--- src/rtl/dmaw_pkg.sv ---
package dmaw_pkg;

  localparam int unsigned BLEN_W = 14;

  localparam logic [1:0] IDX_FIRST = 2'd0;
  localparam logic [1:0] IDX_LAST  = 2'd1;
  localparam logic [1:0] IDX_CTRL  = 2'd2;

  localparam int unsigned B_TYPE  = 22;
  localparam int unsigned B_DLY   = 20;
  localparam int unsigned B_MODE  = 17;
  localparam int unsigned B_GO    = 16;
  localparam int unsigned B_BLEN  = 2;

  typedef struct packed {
    logic [1:0]        dram_org;
    logic [1:0]        mux_dly;
    logic              mode2;
    logic              go;
    logic [BLEN_W-1:0] blen;
  } ctrl_t;

  localparam ctrl_t CTRL_RST = '{dram_org: 2'b00, mux_dly: 2'b01,
                                 mode2: 1'b0, go: 1'b0, blen: '0};

endpackage

--- src/rtl/dmaw_regs.sv ---
module dmaw_regs
  import dmaw_pkg::*;
#(
  parameter int unsigned ADDR_W = 32,
  localparam int unsigned AW    = ADDR_W - 2
) (
  input  logic          clk,
  input  logic          rst,
  input  logic          we,
  input  logic [1:0]    addr,
  input  logic [31:0]   wdata,
  input  logic          hw_clr_go,
  output logic [31:0]   rdata,
  output logic [AW-1:0] first_dw,
  output logic [AW-1:0] last_dw,
  output ctrl_t         ctrl,
  output logic          go_set
);

  logic        ctrl_wr;
  logic [31:0] rd_mux;

  assign ctrl_wr = we && (addr == IDX_CTRL);
  assign go_set  = ctrl_wr && wdata[B_GO] && !ctrl.go;

  always_comb begin
    case (addr)
      IDX_FIRST: rd_mux = {first_dw, 2'b00};
      IDX_LAST:  rd_mux = {last_dw, 2'b00};
      IDX_CTRL:  rd_mux = {8'h00, ctrl.dram_org, ctrl.mux_dly, 2'b00,
                           ctrl.mode2, ctrl.go, ctrl.blen, 2'b11};
      default:   rd_mux = '0;
    endcase
  end

  always_ff @(posedge clk) begin
    if (rst) begin
      first_dw <= '0;
      last_dw  <= '0;
      ctrl     <= CTRL_RST;
      rdata    <= '0;
    end else begin
      rdata <= rd_mux;
      if (hw_clr_go) ctrl.go <= 1'b0;
      if (we) begin
        case (addr)
          IDX_FIRST: first_dw <= wdata[31:2];
          IDX_LAST:  last_dw  <= wdata[31:2];
          IDX_CTRL: begin
            ctrl.dram_org <= wdata[B_TYPE+1:B_TYPE];
            ctrl.mux_dly  <= wdata[B_DLY+1:B_DLY];
            ctrl.mode2    <= wdata[B_MODE];
            ctrl.go       <= wdata[B_GO];
            ctrl.blen     <= wdata[B_BLEN+BLEN_W-1:B_BLEN];
          end
          default: ;
        endcase
      end
    end
  end

  // a hardware stop is honoured unless software rewrites control
  assert_hw_clear_R8: assert property (@(posedge clk) disable iff (rst)
    (hw_clr_go && !ctrl_wr) |=> !ctrl.go);

endmodule

--- src/rtl/dmaw_fifo.sv ---
module dmaw_fifo #(
  parameter int unsigned DW    = 32,
  parameter int unsigned DEPTH = 16,
  localparam int unsigned PW   = $clog2(DEPTH),
  localparam int unsigned CW   = PW + 1
) (
  input  logic          clk,
  input  logic          rst,
  input  logic          wr_en,
  input  logic [DW-1:0] wr_data,
  input  logic          rd_en,
  output logic [DW-1:0] rd_data,
  output logic          full,
  output logic          empty
);

  logic [DW-1:0] mem [DEPTH];
  logic [PW-1:0] wp, rp;
  logic [CW-1:0] cnt;
  logic          do_wr, do_rd;

  assign full  = (cnt == CW'(DEPTH));
  assign empty = (cnt == '0);
  assign do_wr = wr_en && !full;
  assign do_rd = rd_en && !empty;

  always_ff @(posedge clk) begin
    if (do_wr) mem[wp] <= wr_data;
  end

  always_ff @(posedge clk) begin
    if (do_rd) rd_data <= mem[rp];
  end

  always_ff @(posedge clk) begin
    if (rst) begin
      wp  <= '0;
      rp  <= '0;
      cnt <= '0;
    end else begin
      if (do_wr) wp <= (wp == PW'(DEPTH - 1)) ? '0 : wp + 1'b1;
      if (do_rd) rp <= (rp == PW'(DEPTH - 1)) ? '0 : rp + 1'b1;
      cnt <= cnt + CW'(do_wr) - CW'(do_rd);
    end
  end

  // the channel never offers a word to a full FIFO
  assert_no_overflow_R6: assert property (@(posedge clk) disable iff (rst)
    wr_en |-> !full);

  // popping an empty FIFO with no push leaves it empty
  assert_empty_read_R9: assert property (@(posedge clk) disable iff (rst)
    (rd_en && empty && !wr_en) |=> empty);

endmodule

--- src/rtl/dmaw_engine.sv ---
module dmaw_engine #(
  parameter int unsigned AW     = 30,
  parameter int unsigned BLEN_W = 14
) (
  input  logic              clk,
  input  logic              rst,
  input  logic              run,
  input  logic              go_set,
  input  logic [AW-1:0]     first_dw,
  input  logic [AW-1:0]     last_dw,
  input  logic [BLEN_W-1:0] blen,
  input  logic              ack,
  input  logic              full,
  output logic              req,
  output logic              acc,
  output logic              hw_clr_go,
  output logic [AW-1:0]     ptr,
  output logic              irq
);

  logic [BLEN_W-1:0] blk;
  logic              at_end, blk_done;

  assign req       = run && !full;
  assign acc       = ack && req;
  assign at_end    = (ptr == last_dw);
  assign blk_done  = (blk == blen);
  assign hw_clr_go = acc && at_end;

  always_ff @(posedge clk) begin
    if (rst) begin
      ptr <= '0;
      blk <= '0;
      irq <= 1'b0;
    end else begin
      irq <= acc && blk_done;
      if (go_set) begin
        ptr <= first_dw;
        blk <= '0;
      end else if (acc) begin
        if (!at_end) ptr <= ptr + 1'b1;
        blk <= blk_done ? '0 : blk + 1'b1;
      end
    end
  end

  // each accepted word mid-buffer steps the pointer by one dword
  assert_ptr_step_R6: assert property (@(posedge clk) disable iff (rst)
    (acc && !at_end && !go_set) |=> (ptr == $past(ptr) + 1'b1));

  // an interrupt pulse always follows an accepted word
  assert_irq_cause_R7: assert property (@(posedge clk) disable iff (rst)
    irq |-> $past(acc));

  // the pointer never moves past the last address
  assert_no_wrap_R8: assert property (@(posedge clk) disable iff (rst)
    (acc && at_end && !go_set) |=> (ptr == $past(ptr)));

endmodule

--- src/rtl/dmaw_fill_channel.sv ---
module dmaw_fill_channel
  import dmaw_pkg::*;
#(
  parameter int unsigned ADDR_W     = 32,
  parameter int unsigned DATA_W     = 32,
  parameter int unsigned FIFO_DEPTH = 16
) (
  input  logic              clk,
  input  logic              rst,
  input  logic              reg_we,
  input  logic [1:0]        reg_addr,
  input  logic [31:0]       reg_wdata,
  output logic [31:0]       reg_rdata,
  output logic              bm_req,
  output logic [ADDR_W-1:0] bm_addr,
  input  logic              bm_ack,
  input  logic [DATA_W-1:0] bm_data,
  input  logic              fifo_rd_en,
  output logic [DATA_W-1:0] fifo_rd_data,
  output logic              fifo_empty,
  output logic              blk_irq,
  output logic [1:0]        dram_type,
  output logic [1:0]        mux_delay
);

  localparam int unsigned AW = ADDR_W - 2;

  ctrl_t          ctrl;
  logic [AW-1:0]  first_dw, last_dw, ptr;
  logic           go_set, hw_clr_go, run, acc, full;

  dmaw_regs #(.ADDR_W(ADDR_W)) u_regs (
    .clk       (clk),
    .rst       (rst),
    .we        (reg_we),
    .addr      (reg_addr),
    .wdata     (reg_wdata),
    .hw_clr_go (hw_clr_go),
    .rdata     (reg_rdata),
    .first_dw  (first_dw),
    .last_dw   (last_dw),
    .ctrl      (ctrl),
    .go_set    (go_set)
  );

  assign run = ctrl.go && ctrl.mode2;

  dmaw_engine #(.AW(AW), .BLEN_W(BLEN_W)) u_engine (
    .clk       (clk),
    .rst       (rst),
    .run       (run),
    .go_set    (go_set),
    .first_dw  (first_dw),
    .last_dw   (last_dw),
    .blen      (ctrl.blen),
    .ack       (bm_ack),
    .full      (full),
    .req       (bm_req),
    .acc       (acc),
    .hw_clr_go (hw_clr_go),
    .ptr       (ptr),
    .irq       (blk_irq)
  );

  dmaw_fifo #(.DW(DATA_W), .DEPTH(FIFO_DEPTH)) u_fifo (
    .clk     (clk),
    .rst     (rst),
    .wr_en   (acc),
    .wr_data (bm_data),
    .rd_en   (fifo_rd_en),
    .rd_data (fifo_rd_data),
    .full    (full),
    .empty   (fifo_empty)
  );

  assign bm_addr   = {ptr, 2'b00};
  assign dram_type = ctrl.dram_org;
  assign mux_delay = ctrl.mux_dly;

  // no request unless both go and DMA mode are set
  assert_req_gate_R4: assert property (@(posedge clk) disable iff (rst)
    bm_req |-> (ctrl.mode2 && ctrl.go));

  // a full FIFO never sees a request
  assert_req_full_R3: assert property (@(posedge clk) disable iff (rst)
    full |-> !bm_req);

endmodule

--- config.mk ---
export PLATFORM = sky130hd
export DESIGN_NAME = dmaw_fill_channel
export DESIGN_NICKNAME = d
export VERILOG_FILES = /design/src/rtl/dmaw_pkg.sv /design/src/rtl/dmaw_regs.sv /design/src/rtl/dmaw_fifo.sv /design/src/rtl/dmaw_engine.sv /design/src/rtl/dmaw_fill_channel.sv
export SDC_FILE = /design/constraint.sdc
export NUM_CORES = 1
export LEC_CHECK = 0
export ABC_CLOCK_PERIOD_IN_PS = 4600
export BUFFER_PORTS_ARGS = -buffer_cell sky130_fd_sc_hd__clkbuf_2
export CAP_MARGIN = 0
export CORE_MARGIN = 5
export CORE_UTILIZATION = 55
export DETAILED_ROUTE_END_ITERATION = 7
export PLACE_DENSITY_LB_ADDON = 0.1
export SLEW_MARGIN = 5
export SYNTH_ARGS = -nofsm -noshare
export SYNTH_HDL_FRONTEND = slang
export SYNTH_SLANG_ARGS = --single-unit
--- constraint.sdc ---
create_clock -name clk -period 4.6 [get_ports clk]
set_clock_uncertainty 0.2 [all_clocks]
set_input_delay 0.92 -clock clk [delete_from_list [all_inputs] [get_ports clk]]
set_output_delay 0.92 -clock clk [all_outputs]
set_load 0.02 [all_outputs]
# Word-level counts from Yosys, hierarchy flattened
# Memory sizes are Yosys's and may differ from the RTL's. A register that Yosys moved wholly into a read port is not among the register bits.
# Index checks and enable logic that the tools add are counted.
# word_totals
reg_bits	170
input_bits	71
wordCells	62
memories	1
ram_bits	512
# mem_list
name	depth	word_bits	rd	rd_ports_with_merged_regs	write_ports	line	text
u_fifo.mem	16	32	1	1	1	dmaw_fifo.sv:17	logic [DW-1:0] mem [DEPTH];
# op_classes
n_addsub	6
reduce_logical	21
n_mux	12
eq_ne	8
# ops
cell	n
one-hot mux 32 bit (3 select lines)	1
two-way mux 30 bit	3
adder 30 x 1 -> 30 bit (second input constant)	1
equality test 30 bit	1
two-way mux 15 bit	2
adder 14 x 1 -> 14 bit (second input constant)	1
equality test 14 bit	1
two-way mux 14 bit	1
logical AND 1 bit	10
adder 4 x 1 -> 4 bit (second input constant)	2
equality test 4 bit (second input constant)	2
two-way mux 4 bit	2
AND reduction 2 bit	4
adder 5 x 1 -> 5 bit	1
equality test 5 bit (second input constant)	1
logical NOT 5 bit	1
subtractor 5 x 1 -> 5 bit	1
logical NOT 1 bit	3
two-way mux 1 bit	3
equality test 2 x 1 -> 1 bit (second input constant)	1
equality test 2 bit (second input constant)	1
logical NOT 2 bit	1
inequality test 2 bit (second input constant)	1
nonzero test 2 bit	1
OR reduction 2 bit	1

# Longest topological paths before layout
# Gate-level depths: netlist of the first run.
# logic_depth
ltp_word	8
ltp_mapped	16
ltp_nobuf	14

# By module
# Synthesis of the first run repeated with hierarchy kept, for this count alone.
# unflattened
hier_cells	1767
hier_area_um2	27878.0
# by_module_without_submodules
module	area_per_inst_um2	instances	seq_area_each_um2	cells_each
dmaw_fifo	20853.8	1	16595.9	923
dmaw_regs	4106.4	1	2222.1	480
dmaw_engine	2892.8	1	900.9	360
dmaw_fill_channel	25.0	1	0.0	4

# Worst setup path after synthesis of the first run
# OpenSTA, ideal clock, no wires.
# synth_path
kind	reg-to-reg
start	register u_fifo.cnt[2]
end	memory u_fifo.mem[0][0], enable pin
path_buffers	2
path_slack_ns	-0.176
setup_ns	0.461
path_stages_with_launch	11
t_arrival_ns	4.115
cell_sequence	dfxtp_1 -> inv_1 -> ha_1 -> nand4bb_1 -> and3_1 -> nand2_1 -> inv_1 -> clkbuf_1 -> buf_1 -> nand2_1 -> nor3_1
# synth_between
elab_chain_len	7
# synth_lines
element	line	text
start, declared	dmaw_fifo.sv:19	logic [CW-1:0] cnt;
start signal, assigned	dmaw_fifo.sv:43	cnt <= cnt + CW'(do_wr) - CW'(do_rd);
equality test 5 bit	dmaw_fifo.sv:22	assign full = (cnt == CW'(DEPTH));
logical NOT 1 bit	dmaw_engine.sv:24	assign req = run && !full;
logical AND 1 bit	dmaw_engine.sv:24	
named net bm_req	dmaw_fill_channel.sv:14	output logic bm_req,
logical AND 1 bit	dmaw_engine.sv:25	assign acc = ack && req;
logical AND 1 bit	dmaw_fifo.sv:24	assign do_wr = wr_en && !full;
named net u_fifo.do_wr	dmaw_fifo.sv:20	logic do_wr, do_rd;
two-way mux 1 bit	dmaw_fifo.sv:28	if (do_wr) mem[wp] <= wr_data;
two-way mux 1 bit (implied by the code)	dmaw_fifo.sv:28	
end, declared	dmaw_fifo.sv:17	
# The timed path passes the listed nets, and every way through them passes these cells.

# Worst setup path after layout of the first run
# layout_path
start	register u_fifo.cnt[2]
end	output fifo_empty
# layout_between
elab_chain_len	1
# layout_lines
element	line	text
logical NOT 5 bit	dmaw_fifo.sv:23	assign empty = (cnt == '0);
end, declared	dmaw_fill_channel.sv:20	output logic fifo_empty,
# Every way passes these cells.

==> results by group, run 1 <==
Synthesis
  • Synth warnings: 0
  • Main flop type after synthesis: edfxtp_1
  • Number of flops mapped to enable cells by yosys: 544
  • Cells after Synth: 1,790
  • Sequential fraction of the synthesis area: 0.697
  • Top cell type's share of synthesized area: 0.577
  • Avg Cell Area, Syn: 15.8 um^2
  • Flops & latches, synth: 713
  • Synth area leaders: edfxtp_1 (58%), mux4_2 (13%), dfxtp_1 (12%)
  • Mapped Area: 28,300 um^2
  • Cell accounting for the most synthesized area: edfxtp_1
  • Fraction of registers with async set/reset: 0
  • Count of cell types in the netlist: 63

Clock network
  • Clock Tree Buf Depth: 3
  • CTS tree: built
  • Cts hold-fix bufs: 0
  • Post-CTS sizing: 0
  • Root Driver: clkbuf_16
  • CTS buffer count: 73
  • Skew-Pair Late Insertion Delay: 0.60 ns
  • Clock-pin slew on the worst setup and hold paths: 0.06 ns
  • Post-CTS setup buffer count: 0
  • H-tree Lvls: 3
  • Clk sinks: 713

Pwr
  • Power Total: 0.0145 W
  • Static Leak: 10.6 nW
  • Pwr Density: 451 nW/um^2
  • Worst vdd ir: 0.256 mV

GRT
  • First-pass GRT wire length: 99,900 um
  • Gr ovfl total: 0
  • GRT busiest layer: met2
  • Met3 usage in global routing: 0.0509
  • Met1 GRT Util: 0.333
  • Antenna violations before repair: 5
  • Largest net degree at the start of global routing: 83
  • Met2 GRT Util: 0.377
  • Total GRT Usage: 0.234
  • Vias in the first global route: 16,292

Layout
  • Most frequent cells in the layout: edfxtp_1 (544), nand2_1 (214), clkbuf_2 (168)
  • Share of post-route cells with drive strength above 1: 0.249
  • # nets final: 2,041
  • Non-Filler Instances: 2,691
  • Commonest non-fill, non-tap cell in the layout: edfxtp_1
  • Area Growth Syn to Fin: 14.0%

Outcome
  • Status: complete, no violations

Floorplanning
  • DIE WIDTH: 237 um
  • # rows: 83
  • Initial Util: 0.553
  • Die ar.: 56,100 um^2
  • Core Footprint: 51,200 um^2
  • Die Ht: 237 um
  • I/O pin count: 174

Place
  • HPWL after DPL: 39,500 um
  • Port Buffers: 169
  • GP Congestion: 0.861
  • Dpl cells: 2,561

Timing
  • Max-slew violation count: 0
  • Slew Limit Headroom: 0.338
  • Crit path time final: 3.13 ns
  • F_max: 319 MHz
  • Unrepaired setup endpoints after global routing: no
  • Final number of hold-violating endpoints: 0
  • Tcrit/Tclk final: 0.681
  • Worst slew pin tran: 0.989 ns
  • Final TNS setup: 0 ns
  • Final setup violation count: 0
  • Hold WS: 0.275 ns

Worst setup path
  • Worst flop-to-flop path startpoint: u_fifo.cnt[2]
  • CP required: 3.48 ns
  • Crit path capture type: output port
  • Worst EP arrival: 2.01 ns
  • Setup slack, reg-to-reg: 1.57 ns
  • CP Max Fanout: 2
  • RR Endpoint: u_fifo.mem[13][19]
  • Crit path largest cell delay: 0.57 ns
  • CP Class: register to output port
  • CP startpoint kind: register
  • Cell depth of the worst flop-to-flop path: 9
  • Slowest CP cell: nor4b_1
  • CP cell instances: inv_1 -> ha_1 -> nor4b_1 -> clkbuf_2

Routing
  • WL final: 65,300 um
  • Vias per Instance: 5.95
  • ANT nets after route: 0
  • # DRC: 0
  • WL/cell: 24.3 um
  • Vias: 16,003
  • Initial DRC count: 1,618
  • First-pass DRT Iterations: 5

Run
  • MaxCap Viol Count: 0

Hold path
  • Hold endpoint: u_regs.first_dw[29]
  • Hold Crit Class: register to register
  • Hold_sp: u_regs.first_dw[29]
  • Worst Hold Path Cells: 2
==> final cells by class <==
class	instances	area, um^2
Sequential cell	713	19700
Fill cell	3707	18900
Multi-Input combinational cell	939	8090
Clock buffer	106	2020
Timing Repair Buffer	214	1360
Tap cell	680	851
Clock inverter	22	153
Inverter	15	56.3
Antenna cell	2	5.00
==> registers in the layout (all words and copies together), names as in the netlist <==
signal / cells
u_fifo.mem: 512
u_fifo.rd_data: 32
u_regs.rdata: 31
u_engine.ptr: 30
u_regs.first_dw: 30
u_regs.last_dw: 30
u_regs.ctrl: 20
u_engine.blk: 14
u_fifo.cnt: 5
u_fifo.rp: 4
u_fifo.wp: 4
u_engine.irq: 1
==> worst max-delay path: cells and delay by family (launching register included) <==
family,cells,cell delay [ns]
fa+ha+maj,1,0.16
buf+inv,2,0.37
flops,1,0.32
simple gates,1,0.57
==> cell families after synthesis <==
kind of cell             count (synthesis)  synth area share
flip-flops                             713             0.697
AO/OA/AOI/OAI                          200            0.0403
other                                    1          0.000132
buffers and inverters                  139            0.0229
XOR/XNOR                                67            0.0207
AND/OR/NAND/NOR                        464            0.0742
adder cells (fa/ha/maj)                 14           0.00645
multiplexers                           192             0.139
==> report_power, final <==
group	leakage (nW)	internal (W)	switching [W]
Combinational	3.22	0.000883	0.000937
Sequential	6.28	0.00712	0.000173
Clock	1.06	0.00306	0.00237
Total	10.6	0.0111	0.00348
==> Yosys cell counts, types with 4 or more instances <==
cell       instances
edfxtp_1         544
nand2_1          214
dfxtp_1          169
mux4_2           160
a21oi_1          124
nor2_1           101
clkbuf_1          80
xnor2_1           41
nand3_1           36
mux2i_1           32
a31oi_1           28
xor2_1            26
nand4_1           20
o21ai_0           19
and3_1            18
nor3_1            17
buf_2             15
inv_1             15
nor4_1            14
ha_1              13
buf_4             10
buf_1              9
or3_1              8
o2bb2ai_1          7
and2_1             6
or4_1              5
buf_6              4
nor2b_1            4
==> worst max-delay path by stage <==
stage,from,to,slack (ns),depth (start not counted)
2_1_floorplan,u_fifo.cnt[2],u_fifo.mem[3][0],0.14,9
3_3_place_gp,reg_addr[0],u_engine.blk[12],0.97,10
3_5_place_dp,reg_addr[0],u_engine.blk[6],0.93,10
4_1_cts,u_fifo.cnt[3],fifo_empty,1.40,4
5_1_grt,u_engine.ptr[23],u_engine.ptr[12],1.23,7
6_report,u_fifo.cnt[2],fifo_empty,1.47,4
==> metal layers <==
| metal | vias to the layer above | wire, um |
|---|---|---|
| met5 | - | 47 |
| met4 | 6 | 1300 |
| met3 | 103 | 4230 |
| met2 | 524 | 32100 |
| met1 | 8181 | 27600 |
| li1 | 7189 | - |
==> per-stage QoR <==
stage | worst slack [ns] | instance area [um^2] | utilization
after floorplan | 0.144 | 28300 | -
after global placement | 0.970 | 30100 | 0.588
after detailed placement | 0.928 | 30100 | 0.588
after CTS | 1.40 | 32300 | 0.630
after global routing | 1.23 | 32300 | 0.630
final | 1.47 | 32300 | 0.630
No activity file was read; power rests on OpenSTA's default activity.
==> inputs of run 2 (changes only) <==
- ABC_CLOCK_PERIOD_IN_PS: 4600 -> 2700
- clock period: 4.6 -> 2.7 ns (I/O delays scaled with it)
==> run 2 against run 1 <==
Compared with the run above: wire length grew 3.5%; cell area grew 3.5%; global-route usage grew 0.78 points; count of clock-buffer cells in the layout shrank 10; worst hold slack lost 0.23 ns; first-iteration DRC count grew 11%; critical path depth grew 10; register-to-register slack lost 1.5 ns; die area is the same; combinational power grew 97%; power grew 75%; flip-flop and latch count is the same; largest cell class unchanged.
==> results by group, run 2 (synthesized netlist as in run 1, its figures left out) <==
Place
  • DP Area: 30,900 um^2 (+2.7%)
  • GP Congestion: 0.923 (+7.2%)
  • Port Buffers: 169 (unchanged)
  • HPWL after DPL: 41,400 um (+4.9%)
  • DP Worst Slack: 0.112 ns (-0.816 ns)
  • Dpl cells: 2,612 (+2.0%)

Routing
  • WL/cell: 24.4 um (+0.60%)
  • Vias per Instance: 5.95 (about the same)
  • Vias: 16,476 (+3.0%)
  • WL final: 67,600 um (+3.5%)
  • # DRC: 0 (unchanged)
  • Initial DRC count: 1,796 (+11%)
  • ANT nets after route: 0 (unchanged)
  • First-pass DRT Iterations: 5 (unchanged)

Clock network
  • H-tree Lvls: 3 (unchanged)
  • Skew-Pair Late Insertion Delay: 0.61 ns (about the same)
  • Clock Tree Buf Depth: 3 (unchanged)
  • Clock-pin slew on the worst setup and hold paths: 0.06 ns (about the same)
  • Clk sinks: 713 (unchanged)
  • Root Driver: clkbuf_16
  • CTS buffer count: 73 (unchanged)
  • CTS tree: built

Layout
  • Max reg flops: 512 (unchanged)
  • Most flops, register: u_fifo.mem
  • Most frequent cells in the layout: edfxtp_1 (544), nand2_1 (209), clkbuf_2 (168)
  • Post-Layout Inst Area: 33,400 um^2 (+3.5%)
  • Commonest non-fill, non-tap cell in the layout: edfxtp_1
  • # nets final: 2,113 (+3.5%)
  • Share of post-route cells with drive strength above 1: 0.278 (+0.0289)
  • Area Growth Syn to Fin: 18.0%
  • Number of fill cells: 3,607 (-2.7%)
  • Non-Filler Instances: 2,769 (+2.9%)
  • Regs by FF count: u_fifo.mem x512, u_fifo.rd_data x32, u_regs.rdata x31

Worst setup path
  • Crit path buf inv count: 4 (+2)
  • Critical Path Source: u_fifo.cnt[3]
  • Worst flop-to-flop path startpoint: u_fifo.cnt[3]
  • CP Class: register to register
  • End of the critical path: u_fifo.cnt[4]
  • RR Endpoint: u_fifo.cnt[4]
  • CP required: 3.03 ns (-0.45 ns)
  • CP cell instances: inv_2 -> ha_4 -> nor4b_4 -> nor2b_4 -> ha_4 -> inv_2 -> ha_4 -> inv_2 -> fa_2 -> inv_1 -> a21oi_1 -> nor2_1 -> or3_1 -> a21oi_2
  • Cell depth of the worst flop-to-flop path: 14 (+5)
  • Crit path depth: 14 (+10)
  • Crit path largest cell delay: 0.38 ns (-0.19 ns)
  • Slowest CP cell: or3_1
  • CP Max Fanout: 2 (unchanged)
  • CP top delay family: simple AND/OR/NAND/NOR gates
  • Worst EP arrival: 2.92 ns (+0.91 ns)
  • Setup slack, reg-to-reg: 0.11 ns (-1.46 ns)
  • Crit path capture type: register
  • CP startpoint kind: register

GRT
  • Largest net degree at the start of global routing: 53 (-36%)
  • Gr ovfl total: 0 (unchanged)
  • Antenna violations before repair: 2 (-3)
  • First-pass GRT wire length: 103,000 um (+3.1%)
  • Vias in the first global route: 16,426 (+0.82%)
  • Total GRT Usage: 0.241 (+0.00783)

Pwr
  • Sw Ratio: 0.239 (+0.000293)
  • Static Leak: 11.1 nW (+4.8%)
  • Reg power frac: 0.482 (-0.019)
  • Power Total: 0.0255 W (+75%)
  • Sw Pwr: 0.00610 W (+76%)
  • Pwr Density: 763 nW/um^2 (+69%)
  • Internal: 0.0194 W (+75%)
  • Worst vdd ir: 0.413 mV (+61%)
  • Comb power frac: 0.141 (+0.016)
  • Clock network power share: 0.377 (+0.003)

Timing
  • Worst setup margin: 0.112 ns (-1.36 ns)
  • Tcrit/Tclk final: 0.959
  • Slew Limit Headroom: 0.466 (+0.128)
  • Final TNS setup: 0 ns (unchanged)
  • Worst slew pin tran: 0.801 ns (-0.187 ns)
  • Final number of hold-violating endpoints: 0 (unchanged)
  • Crit path time final: 2.59 ns
  • Max-slew violation count: 0 (unchanged)
  • F_max: 386 MHz
  • Final setup violation count: 0 (unchanged)

Floorplanning
  • Die Ht: 237 um (unchanged)
  • DIE WIDTH: 237 um (unchanged)
  • I/O pin count: 174 (unchanged)
  • Die ar.: 56,100 um^2 (unchanged)
  • Core Footprint: 51,200 um^2 (unchanged)
  • # rows: 83 (unchanged)
  • Initial Util: 0.553 (unchanged)

Outcome
  • Status: complete, no violations

Run
  • MaxCap Viol Count: 0 (unchanged)

Hold path
  • Hold Crit Class: input port to register
  • Worst Hold Path Cells: 3 (+1)
[run 2: changes by cell type in the layout (fill, tap and decap cells not counted), sizes merged]
cell,previous run,this run
clkbuf,274,264
diode,2,1
bufinv,0,3
inv,17,18
dlygate4sd3,0,20
clkinv,20,31
clkinvlp,0,2
buf,46,98
[run 2: layout make-up]
type / count / area [um^2] / share of cell area
Inverter: 15 / 56.3 / 0.00169
Tap cell: 680 / 851 / 0.0255
Clock inverter: 39 / 302 / 0.00903
Timing Repair Buffer: 286 / 2240 / 0.0671
Multi-Input combinational cell: 939 / 8220 / 0.246
Clock buffer: 96 / 1990 / 0.0597
Sequential cell: 713 / 19700 / 0.591
Antenna cell: 1 / 2.50 / 0.0000749
[run 2: power groups by stage]
stage | Clock [W] | Combinational, W | Sequential [W]
floorplan | 0 | 0.00226 | 0.0127
global placement | 0 | 0.00355 | 0.0125
detailed placement | 0 | 0.00359 | 0.0125
CTS | 0.00980 | 0.00363 | 0.0123
global route | 0.0103 | 0.00389 | 0.0123
finish | 0.00962 | 0.00359 | 0.0123
[run 2: through the flow]
stage	hold WS, ns	util
finish	0.0450	0.652
global route	0.0345	0.652
CTS	0.00656	0.652
detailed placement	0.265	0.603
global placement	0.258	0.603
floorplan	0.248	-
[run 2: what timing repair did]
item	CTS	global route
setup buffers	0	1
resized for setup	0	1
hold buffers	20	0
endpoints found under the setup margin	0	1
endpoints found under the hold margin	41	0
[run 2: worst min-delay path by stage]
stage | start | slack [ns] | to
6_report | reg_wdata[14] | 0.04 | u_regs.first_dw[12]
5_1_grt | reg_wdata[13] | 0.03 | u_regs.first_dw[11]
4_1_cts | reg_wdata[13] | 0.007 | u_regs.last_dw[11]
3_5_place_dp | u_regs.first_dw[8] | 0.27 | u_regs.first_dw[8]
3_3_place_gp | u_regs.first_dw[20] | 0.26 | u_regs.first_dw[20]
2_1_floorplan | u_regs.first_dw[12] | 0.25 | u_regs.first_dw[12]
[run 2: worst register-to-register path: stages, from the launching register on]
cell and delay [ns]:
dfxtp_2 0.33, inv_2 0.08, ha_4 0.14, nor4b_4 0.26, nor2b_4 0.08, ha_4 0.27
inv_2 0.03, ha_4 0.15, inv_2 0.06, fa_2 0.21, inv_1 0.04, a21oi_1 0.12
nor2_1 0.07, or3_1 0.38, a21oi_2 0.12
[run 2: metal layers]
layer	global-route usage	routed length, um
met5	0	13
met4	0.0628	1260
met3	0.0473	4990
met2	0.378	32900
met1	0.356	28400
==> inputs of run 3 (changes only) <==
- CORE_UTILIZATION: 55 -> 57
- CTS_BUF_LIST: unset -> sky130_fd_sc_hd__clkbuf_8
==> run 3 against run 2 <==
Compared with the run above: maximum frequency is 1.3% lower; flip-flop and latch count stayed put; worst hold slack hardly changed; critical path depth stayed put; die area is 3.4% lower; cell count is 2.7% higher; setup slack worse by 0.035 ns; register-to-register slack worse by 0.04 ns; sequential share of layout area is 0.17 points higher; cell area is 0.28% lower; global-route usage is 0.59 points higher; wire length is 2.2% lower; critical path type unchanged; largest power group unchanged; highest routed layer unchanged.
==> results by group, run 3 (synthesized netlist as in run 1, its figures left out) <==
Worst setup path
  • RR Endpoint: u_fifo.cnt[4]
  • CP top delay family: adder cells
  • Setup slack, reg-to-reg: 0.08 ns (-0.04 ns)
  • CP cell instances: inv_2 -> ha_4 -> nor4b_4 -> nor2b_4 -> ha_4 -> inv_2 -> ha_4 -> inv_2 -> fa_2 -> inv_1 -> a21oi_2 -> nor2_1 -> or3_1 -> a21oi_1
  • Worst EP arrival: 3.02 ns (+0.10 ns)
  • CP startpoint kind: register
  • Crit path largest cell delay: 0.36 ns (-0.02 ns)
  • Crit path depth: 14 (unchanged)
  • Critical Path Source: u_fifo.cnt[3]
  • CP Class: register to register
  • Worst flop-to-flop path startpoint: u_fifo.cnt[3]
  • CP required: 3.10 ns (+0.07 ns)
  • End of the critical path: u_fifo.cnt[4]
  • Slowest CP cell: or3_1
  • Crit path buf inv count: 4 (unchanged)
  • Cell depth of the worst flop-to-flop path: 14 (unchanged)
  • Crit path capture type: register
  • CP Max Fanout: 2 (unchanged)

Layout
  • Post-Layout Inst Area: 33,300 um^2 (-0.28%)
  • Area Growth Syn to Fin: 17.7%
  • Most frequent cells in the layout: edfxtp_1 (544), nand2_1 (209), clkbuf_2 (168)
  • Sequential cell area: 19,700 um^2 (unchanged)
  • Number of fill cells: 3,396 (-5.8%)
  • Most flops, register: u_fifo.mem
  • Regs by FF count: u_fifo.mem x512, u_fifo.rd_data x32, u_regs.rdata x31
  • Share of post-route cells with drive strength above 1: 0.288 (+0.0103)
  • # nets final: 2,176 (+3.0%)
  • Max reg flops: 512 (unchanged)
  • Area of the multi-input gates: 8250 um^2 (+0.27%)
  • Non-Filler Instances: 2,845 (+2.7%)
  • Commonest non-fill, non-tap cell in the layout: edfxtp_1

Place
  • DP Area: 30,900 um^2 (about the same)
  • Dpl cells: 2,605 (-0.27%)
  • Port Buffers: 169 (unchanged)
  • HPWL after DPL: 41,200 um (-0.39%)
  • GP Congestion: 0.897 (-2.8%)

Floorplanning
  • Die Ht: 233 um (-1.7%)
  • DIE WIDTH: 233 um (-1.7%)
  • Initial Util: 0.577 (+0.0242)
  • # rows: 81 (-2.4%)
  • Die ar.: 54,200 um^2 (-3.4%)
  • Core Footprint: 49,100 um^2 (-4.2%)
  • I/O pin count: 174 (unchanged)

Run
  • MaxCap Viol Count: 0 (unchanged)

GRT
  • Vias in the first global route: 17,126 (+4.3%)
  • Largest net degree at the start of global routing: 53 (unchanged)
  • Antenna violations before repair: 1 (-1)
  • Gr ovfl total: 0 (unchanged)
  • Total GRT Usage: 0.247 (+0.00591)
  • First-pass GRT wire length: 101,000 um (-1.7%)

Pwr
  • Worst vdd ir: 0.458 mV (+11%)
  • Power Total: 0.0241 W (-5.6%)
  • Pwr Density: 722 nW/um^2 (-5.4%)
  • Static Leak: 11.3 nW (+1.7%)

Timing
  • Slew Limit Headroom: 0.551 (+0.0852)
  • Final TNS setup: 0 ns (unchanged)
  • Final setup violation count: 0 (unchanged)
  • Final number of hold-violating endpoints: 0 (unchanged)
  • Crit path time final: 2.62 ns (+0.0354 ns)
  • Worst slew pin tran: 0.674 ns (-0.128 ns)
  • Hold WS: 0.0449 ns (-0.0000625 ns)
  • Tcrit/Tclk final: 0.972 (+0.0131)
  • Max-slew violation count: 0 (unchanged)
  • Unrepaired setup endpoints after global routing: yes
  • F_max: 381 MHz (-1.3%)

Routing
  • Vias per Instance: 5.89 (-0.99%)
  • First-pass DRT Iterations: 5 (unchanged)
  • Initial DRC count: 1,629 (-9.3%)
  • WL/cell: 23.2 um (-4.8%)
  • # DRC: 0 (unchanged)
  • Vias: 16,760 (+1.7%)
  • ANT nets after route: 0 (unchanged)
  • WL final: 66,100 um (-2.2%)

Clock network
  • Clock Tree Buf Depth: 3 (unchanged)
  • Skew-Pair Late Insertion Delay: 0.70 ns (+0.09 ns)
  • Clock-pin slew on the worst setup and hold paths: 0.06 ns (about the same)
  • Clk sinks: 713 (unchanged)
  • CTS buffer count: 113 (+55%)
  • CTS tree: built
  • Root Driver: clkbuf_8
  • H-tree Lvls: 3 (unchanged)

Hold path
  • Hold Crit Class: input port to register

Outcome
  • Status: complete, no violations
==> run 3: cell types whose count changed in the layout (fill, tap and decap cells not counted), sizes merged <==
cell and delta:
clkinvlp +1, clkbuf +26, inv +44, dlygate4sd3 +14
bufinv -2, buf +9
==> run 3: repair_timing <==
item,4_1_cts,5_1_grt
hold endpoints to repair,101,0
resized for setup,0,3
endpoints found under the setup margin,0,24
buffers inserted,0,1
hold buffers,34,0
==> run 3: final cells by class <==
class	count	share of cell area
clock inverter	82	0.0113
antenna	1	0.0000751
sequential	713	0.592
clock buffer	122	0.0504
inverter	15	0.00169
tap	664	0.0249
timing repair buffer	309	0.0716
multi-input combinational	939	0.248
==> run 3: worst register-to-register path, stage by stage (launching register included) <==
cell	delay, ns
dfxtp_2	0.33
inv_2	0.07
ha_4	0.15
nor4b_4	0.27
nor2b_4	0.08
ha_4	0.27
inv_2	0.04
ha_4	0.15
inv_2	0.06
fa_2	0.20
inv_1	0.05
a21oi_2	0.10
nor2_1	0.06
or3_1	0.36
a21oi_1	0.16
==> run 3: worst min path at each step <==
stage                     cells after the start             endpoint                 from
after floorplan                               2  u_regs.first_dw[12]  u_regs.first_dw[12]
after global placement                        2  u_regs.first_dw[23]  u_regs.first_dw[23]
after detailed placement                      2      u_regs.ctrl[15]      u_regs.ctrl[15]
after CTS                                     1    u_fifo.mem[5][29]          bm_data[29]
after global routing                          1    u_fifo.mem[11][6]           bm_data[6]
final                                         1    u_fifo.mem[4][29]          bm_data[29]
==> run 3: through the flow <==
| step | setup slack (ns) | util |
|---|---|---|
| CTS | 0.0305 | 0.678 |
| detailed placement | 0.0456 | 0.629 |
| finish | 0.0762 | 0.679 |
| global route | -0.00491 | 0.679 |
| floorplan | -0.135 | - |
| global placement | 0.0869 | 0.629 |
==> run 3: metal layers <==
metal / wire length [um] / vias to the layer above / global-route usage
met3: 4770 / 132 / 0.0460
met2: 31600 / 689 / 0.392
met5: 20 / - / 0
met1: 28100 / 8454 / 0.359
met4: 1590 / 2 / 0.0709
li1: - / 7483 / -
==> run 3: power breakdown <==
| group | switching [W] | leakage, nW | internal [W] |
|---|---|---|---|
| combinational | 0.00176 | 3.77 | 0.00170 |
| sequential | 0.000212 | 6.28 | 0.0121 |
| clock | 0.00403 | 1.22 | 0.00423 |
| total | 0.00600 | 11.3 | 0.0181 |
